$ cat config.mk
export PLATFORM = sky130hd
export DESIGN_NAME = spdif_tx
export DESIGN_NICKNAME = d
export VERILOG_FILES = /design/src/rtl/spdif_pkg.sv /design/src/rtl/spdif_sample_hold.sv /design/src/rtl/spdif_frame_seq.sv /design/src/rtl/spdif_bmc_line.sv /design/src/rtl/spdif_tx.sv
export SDC_FILE = /design/constraint.sdc
export NUM_CORES = 1
export LEC_CHECK = 0
export CAP_MARGIN = 20
export CORE_AREA = 2 2 81 83
export CTS_BUF_LIST = sky130_fd_sc_hd__clkbuf_2 sky130_fd_sc_hd__clkbuf_4 sky130_fd_sc_hd__clkbuf_8
export DETAILED_ROUTE_END_ITERATION = 7
export DIE_AREA = 0 0 83 85
export PLACE_DENSITY = 0.79
export REMOVE_ABC_BUFFERS = 1
export SETUP_SLACK_MARGIN = 0.3
export SLEW_MARGIN = 20
export SYNTH_ARGS = -nofsm -noshare
export SYNTH_HDL_FRONTEND = slang
export SYNTH_HIERARCHICAL = 1
export SYNTH_SLANG_ARGS = --single-unit
$ cat constraint.sdc
create_clock -name clk -period 2.5 [get_ports clk]
set_input_delay 0.25 -clock clk [delete_from_list [all_inputs] [get_ports clk]]
set_output_delay 0.25 -clock clk [all_outputs]
set_load 0.02 [all_outputs]
$ cat src/rtl/spdif_pkg.sv
package spdif_pkg;

  localparam int SUB_SLOTS  = 32;
  localparam int HC_PER_SUB = 2 * SUB_SLOTS;
  localparam int SYNC_HC    = 8;
  localparam int HC_IDX_W   = $clog2(HC_PER_SUB);

  typedef enum logic [1:0] {
    SYNC_BLOCK,
    SYNC_LEFT,
    SYNC_RIGHT
  } sync_kind_t;

  // Half-cell patterns for a low line ahead of the sync field, MSB sent first.
  function automatic logic [SYNC_HC-1:0] sync_pattern(input sync_kind_t kind);
    case (kind)
      SYNC_BLOCK: return 8'b1110_1000;
      SYNC_LEFT:  return 8'b1110_0010;
      default:    return 8'b1110_0100;
    endcase
  endfunction

endpackage

$ cat src/rtl/spdif_sample_hold.sv
module spdif_sample_hold #(
  parameter int SAMPLE_W = 16
) (
  input  logic                clk,
  input  logic                rst,
  input  logic                in_valid,
  input  logic [SAMPLE_W-1:0] in_data,
  output logic                in_ready,
  input  logic                take,
  output logic                full,
  output logic [SAMPLE_W-1:0] data
);

  // Emptying on take happens first; a write in the same edge then refills.
  always_ff @(posedge clk) begin
    if (rst) begin
      full <= 1'b0;
      data <= '0;
    end else begin
      if (take) full <= 1'b0;
      if (in_valid && !full) begin
        full <= 1'b1;
        data <= in_data;
      end
    end
  end

  assign in_ready = !full;

endmodule

$ cat src/rtl/spdif_frame_seq.sv
module spdif_frame_seq
  import spdif_pkg::*;
#(
  parameter int FRAMES_PER_BLOCK = 192
) (
  input  logic       clk,
  input  logic       rst,
  input  logic       sub_end,
  output sync_kind_t kind
);

  localparam int FC_W = $clog2(FRAMES_PER_BLOCK);
  localparam logic [FC_W-1:0] FC_LAST = FC_W'(FRAMES_PER_BLOCK - 1);

  logic [FC_W-1:0] frame_q;
  logic            right_q;

  always_ff @(posedge clk) begin
    if (rst) begin
      frame_q <= '0;
      right_q <= 1'b0;
    end else if (sub_end) begin
      right_q <= !right_q;
      if (right_q) frame_q <= (frame_q == FC_LAST) ? '0 : frame_q + 1'b1;
    end
  end

  always_comb begin
    if (right_q)             kind = SYNC_RIGHT;
    else if (frame_q == '0)  kind = SYNC_BLOCK;
    else                     kind = SYNC_LEFT;
  end

endmodule

$ cat src/rtl/spdif_bmc_line.sv
module spdif_bmc_line
  import spdif_pkg::*;
(
  input  logic                 clk,
  input  logic                 rst,
  input  logic                 hc_en,
  input  logic [SUB_SLOTS-1:0] slots_in,
  input  logic [SYNC_HC-1:0]   sync_in,
  output logic                 line_out,
  output logic [HC_IDX_W-1:0]  hc_idx,
  output logic                 sub_start,
  output logic                 sub_end
);

  logic [SUB_SLOTS-1:0] slots_q;
  logic [SYNC_HC-1:0]   sync_q;
  logic                 inv_q;

  assign sub_start = hc_en && (hc_idx == '0);
  assign sub_end   = hc_en && (hc_idx == HC_IDX_W'(HC_PER_SUB - 1));

  always_ff @(posedge clk) begin
    if (rst) begin
      hc_idx   <= '0;
      line_out <= 1'b0;
      slots_q  <= '0;
      sync_q   <= '0;
      inv_q    <= 1'b0;
    end else if (hc_en) begin
      hc_idx <= hc_idx + 1'b1;
      if (hc_idx == '0) begin
        slots_q  <= slots_in;
        sync_q   <= sync_in;
        inv_q    <= line_out;
        line_out <= sync_in[SYNC_HC-1] ^ line_out;
      end else if (hc_idx < HC_IDX_W'(SYNC_HC)) begin
        line_out <= sync_q[3'd7 - hc_idx[2:0]] ^ inv_q;
      end else if (!hc_idx[0]) begin
        line_out <= !line_out;
      end else if (slots_q[hc_idx[HC_IDX_W-1:1]]) begin
        line_out <= !line_out;
      end
    end
  end

endmodule

$ cat src/rtl/spdif_tx.sv
module spdif_tx
  import spdif_pkg::*;
#(
  parameter int SAMPLE_W         = 16,
  parameter int FRAMES_PER_BLOCK = 192
) (
  input  logic                clk,
  input  logic                rst,
  input  logic                hc_en,
  input  logic                smp_valid,
  output logic                smp_ready,
  input  logic [SAMPLE_W-1:0] smp_data,
  output logic                line_out,
  output logic                underrun
);

  localparam int AUDIO_MSB  = 27;
  localparam int PARITY_BIT = SUB_SLOTS - 1;

  logic                hold_full;
  logic [SAMPLE_W-1:0] hold_data;
  logic [SAMPLE_W-1:0] smp_sel;
  logic [SUB_SLOTS-1:0] slots;
  sync_kind_t          kind;
  logic [HC_IDX_W-1:0] hc_idx;
  logic                sub_start;
  logic                sub_end;

  spdif_sample_hold #(.SAMPLE_W(SAMPLE_W)) u_hold (
    .clk     (clk),
    .rst     (rst),
    .in_valid(smp_valid),
    .in_data (smp_data),
    .in_ready(smp_ready),
    .take    (sub_start),
    .full    (hold_full),
    .data    (hold_data)
  );

  spdif_frame_seq #(.FRAMES_PER_BLOCK(FRAMES_PER_BLOCK)) u_seq (
    .clk    (clk),
    .rst    (rst),
    .sub_end(sub_end),
    .kind   (kind)
  );

  assign smp_sel = hold_full ? hold_data : '0;

  always_comb begin
    slots = '0;
    slots[AUDIO_MSB -: SAMPLE_W] = smp_sel;
    slots[PARITY_BIT] = ^slots[PARITY_BIT-1:4];
  end

  spdif_bmc_line u_line (
    .clk      (clk),
    .rst      (rst),
    .hc_en    (hc_en),
    .slots_in (slots),
    .sync_in  (sync_pattern(kind)),
    .line_out (line_out),
    .hc_idx   (hc_idx),
    .sub_start(sub_start),
    .sub_end  (sub_end)
  );

  always_ff @(posedge clk) begin
    if (rst) underrun <= 1'b0;
    else     underrun <= sub_start && !hold_full;
  end

endmodule

Word level (Yosys, flattened, before mapping)
Index checks and enable logic that the tools add are counted.
- add/sub/neg operators: 3
- reduce and logical (&&, ||, !) cells: 15
- mux-type cells: 15
- bitwise gates (word level): 2
- $lt $le $gt $ge: 3
- equal/unequal tests: 4
- operators with widths (kind ; number):
    XOR reduction 27 bit ; 1
    2-to-1 mux 16 bit ; 1
    2-to-1 mux 1 bit ; 9
    adder 8 x 1 -> 8 bit (second input constant) ; 1
    == test 8 bit (second input constant) ; 1
    logical NOT 8 bit ; 1
    2-to-1 mux 8 bit ; 1
    case mux 4 bit (2 select lines) ; 1
    adder 6 x 1 -> 6 bit (second input constant) ; 1
    == test 6 bit (second input constant) ; 1
    logical NOT 6 bit ; 1
    less-than comparator 5 x 6 -> 1 bit (second input constant) ; 1
    less-than comparator 6 x 4 -> 1 bit (second input constant) ; 1
    AND reduction 2 bit ; 3
    binary-select mux 1 bit (select 5 bit) ; 1
    logical AND 1 bit ; 4
    less-than comparator 3 x 4 -> 1 bit (second input constant) ; 1
    != test 4 bit (second input constant) ; 1
    binary-select mux 1 bit (select 3 bit) ; 1
    logical NOT 1 bit ; 3
    subtractor 3 bit (first input constant) ; 1
    == test 2 x 1 -> 1 bit (second input constant) ; 1
    logical NOT 2 bit ; 1
    2-to-1 mux 2 bit ; 1
    other kinds (3) ; 3
- bits in registers: 60
- input port bits: 20
- word-level logic and storage cells: 52

Depth between registers and ports, before layout
- depth in word-level cells: 6
- depth in mapped cells: 9
- depth with buffers taken out: 7

Modules after synthesis
Netlist, hierarchy kept.
- modules (own cells, without submodules) (module ; instances ; area an instance (µm²) ; cells each):
    spdif_bmc_line ; 1 ; 2030.7 ; 247
    spdif_sample_hold ; 1 ; 818.3 ; 76
    spdif_frame_seq ; 1 ; 446.7 ; 52
    spdif_tx ; 1 ; 291.5 ; 40

Worst setup path before layout
OpenSTA, ideal clock, no wires.
- path kind: flip-flop to flip-flop
- from: register u_line.hc_idx[3]
- to: register u_seq.frame_q[6]
- slack: 436 ps
- path buffers: 2
- data arrival time: 1994 ps
- cell stages (with the launch flop): 8
- period minus slack after synthesis: 2064 ps
- setup time: 70 ps
- path through: dfxtp_1 buf_6 buf_2 nand2_1 nor3_1 nand3_2 or4_1 a21oi_1
- cells in the longest elaborated chain, start to end: 3
- ends and longest elaborated chain (what ; RTL line ; text):
    start, declared ; spdif_bmc_line.sv:10 ; output logic [HC_IDX_W-1:0] hc_idx,
    start signal, assigned ; spdif_bmc_line.sv:30 ; hc_idx <= hc_idx + 1'b1;
    == test 6 bit ; spdif_bmc_line.sv:20 ; assign sub_end = hc_en && (hc_idx == HC_IDX_W'(HC_PER_SUB - 1));
    logical AND 1 bit ; spdif_bmc_line.sv:20 ;
    via sub_end ; spdif_tx.sv:27 ; logic sub_end;
    AND reduction 2 bit (no line) ; n/a ;
    end signal, assigned ; spdif_frame_seq.sv:24 ; if (right_q) frame_q <= (frame_q == FC_LAST) ? '0 : frame_q + 1'b1;
    end, declared ; spdif_frame_seq.sv:15 ; logic [FC_W-1:0] frame_q;
The timed path passes the listed nets, and every way through them passes these cells.
A chain may end at the register's enable or synchronous reset.

Final worst setup path
- from: register u_line.hc_idx[0]
- to: register u_seq.frame_q[7]
The elaborated chain is that of the path after synthesis.

==> impl_metrics.ini <==
[run_status]
outcome = completed

[cts]
clock_latency_ns = 0.35
hold_buffers = 0
htreeDepth = 3
cts_resized = 0
cts_setup_buffers = 0
clkTransAtPathRegs_ns = 0.08
cts_tree = yes
numCtsBuffers = 9
clock_sinks = 71
cts_buffer_depth = 2
cts_root_buf = clkbuf_8

[drt]
dr.pass1.iters = 4
ant_nets = 0
via_per_inst = 5.35
drc = 0
drtIter0Drc = 207
num_vias = 2814
wl_mm = 6.70
wl_per_cell_um = 12.7

[synthesis]
syn_inst = 415
synth_top_flop_cell = dfxtp_1
yosysTopAreaCellShare_pct = 39.6
synth_area_leaders = dfxtp_1, nand2_1, a21oi_1
async_flop_share_pct = 0
postSynthAreaPerCell_um2 = 8.64
synth_top_cell_by_area = dfxtp_1
synth_cell_types = 51
synthesis.area_um2 = 3590
yosysSeqAreaShare_pct = 39.6
ys_ff_latch = 71
synth_edf_count = 0
yosys_warnings = 6

[critical_path]
startpoint_type = flop
end_kind = flop
cpPeakStageDelay_ns = 0.50
required_ns = 2.79
slowest_stage = or4_1
reg2reg_from = u_line/hc_idx[0]
critPathLaunch = u_line/hc_idx[0]
path_max_fanout = 7
cp_cell_sequence = ha_1, nand2_1, nor3_1, buf_4, nand4_2, or4_1, a21oi_1
critical_path_class = reg -> reg
arrival_ns = 2.26

[layout]
areaGrowthSynthToFinish_pct = 13.7
drive_above_1_share_pct = 10.2
fin_nets = 468
finalInstanceArea_um2 = 4080
antenna_cells = 0
nFillCells = 514
mostFrequentLayoutCell = nand2_1
final_cells = 526
final_cell_mix = nand2_1, dfxtp_1, a21oi_1, clkdlybuf4s50_1, xnor2_1

[min_path]
hold_start = rst
hold_path_class = in -> reg

[power]
switchingPower_uw = 653
power_density_nw_per_um2 = 618
sw_frac_of_total_pct = 25.9
cellInternalPower_uw = 1870
peakVddDrop_mv = 0.346
power_frac_seq_pct = 48.5
p_leak_uw = 0.00144
p_total_uw = 2520
pwr-share-comb_pct = 14.0
pwr-share-clk_pct = 37.4

[timing]
drv_slew = 0
rsz0062_at_grt = no
hold_viol = 0
slew_headroom_pct = 63.1
layout_setup_ws_ns = 0.522
period_share_pct = 79.1
whs_ns = 0.394
finalWorstPathRequiredPeriod_ns = 1.98
setup_viol_count_final = 0
skew_ns = 0.00706
max_freq_mhz = 505
tightest_slew_ns = 0.540

[global_route]
antenna_found_initial = 0
grt_pass1_vias = 2628
grt_overflow_total = 0
grt_max_degree = 85
grt_usage_pct = 20.2
grt_first_pass_wirelength_mm = 11.7

[die]
core_um2 = 6200
top_level_ports = 23
die_y_um = 85
die_w_um = 83
row_count = 29
die-area_um2 = 7060
initial_utilization_pct = 57.8

[placement]
dpl_worst_slack_ns = 0.471
gp_congestion = 0.938
portBuffers = 22
dpl.hpwl_mm = 4.36
place_inst = 510
placed_area_um2 = 3870

[job]
cap_violations = 0
-- stage by stage --
stage / setup TNS, ns / utilization, %
2_1_floorplan: -10.95 / -
3_3_place_gp: 0 / 62.4
3_5_place_dp: 0 / 62.4
4_1_cts: 0 / 65.7
5_1_grt: 0 / 65.7
6_report: 0 / 65.7
-- critical path: cells and delay by family (launching register included) --
family / cells / cell delay, ns
AO/OA/AOI/OAI: 1 / 0.15
adder cells (fa/ha/maj): 1 / 0.23
buffers and inverters: 1 / 0.17
flip-flops: 1 / 0.44
AND/OR/NAND/NOR: 4 / 0.94
-- sequential cells by signal, indices dropped and copies added (netlist names), 6 cells and up --
| signal | cells |
|---|---|
| u_line/slots_q | 28 |
| u_line/sync_q | 8 |
| u_hold/data | 16 |
| u_seq/frame_q | 8 |
| u_line/hc_idx | 6 |
-- cell usage after synthesis, drive strengths merged, types with 7 or more instances --
cell	count
dfxtp	71
xnor2	20
o21ai	20
buf	15
clkbuf	15
nor2b	7
nor2	13
nand4bb	16
mux2i	10
nand2b	16
a21oi	44
nand2	85
and2	17
inv	9
-- final timing paths --
kind	to	slack, ns	cells after the start
setup / recovery	u_seq/frame_q[7]	0.52	7
hold / removal	u_line/slots_q[26]	0.39	3
setup reg to reg	u_seq/frame_q[7]	0.52	7
hold reg to reg	u_line/sync_q[6]	0.46	2
-- layer usage --
| metal | GRT usage (%) | wire [µm] |
|---|---|---|
| met1 | 24.1 | 3080 |
| met2 | 35.6 | 3290 |
| met3 | 4.18 | 245 |
| met4 | 8.20 | 93 |
| met5 | 0 | 0 |
-- cells by family after synthesis --
family          after synthesis  share of synthesized area, %
mux                          15                          5.93
xor+xnor                     24                          5.86
simple gates                177                          26.7
fa+ha+maj                     4                          1.40
buf+inv                      40                          5.96
flops                        71                          39.6
other cells                   2                         0.209
compound gates               82                          14.3
-- final cells by class --
cell class | instances | area [µm²] | share of cell area (%)
flip-flops and latches | 71 | 1420 | 34.9
repair buffers | 32 | 303 | 7.43
multi-input cells | 320 | 2010 | 49.3
inverters | 10 | 37.5 | 0.921
well taps | 77 | 96.3 | 2.36
clock inverters | 5 | 56.3 | 1.38
clock buffers | 11 | 151 | 3.71
-- power by group through the flow --
stage          logic [µW]  clock network, µW  registers [µW]
3_5_place_dp          354                  0            1250
4_1_cts               357                969            1220
6_report              353                943            1220
5_1_grt               394               1010            1230
3_3_place_gp          346                  0            1250
2_1_floorplan         223                  0            1250
(Power assumes the default switching activity.)
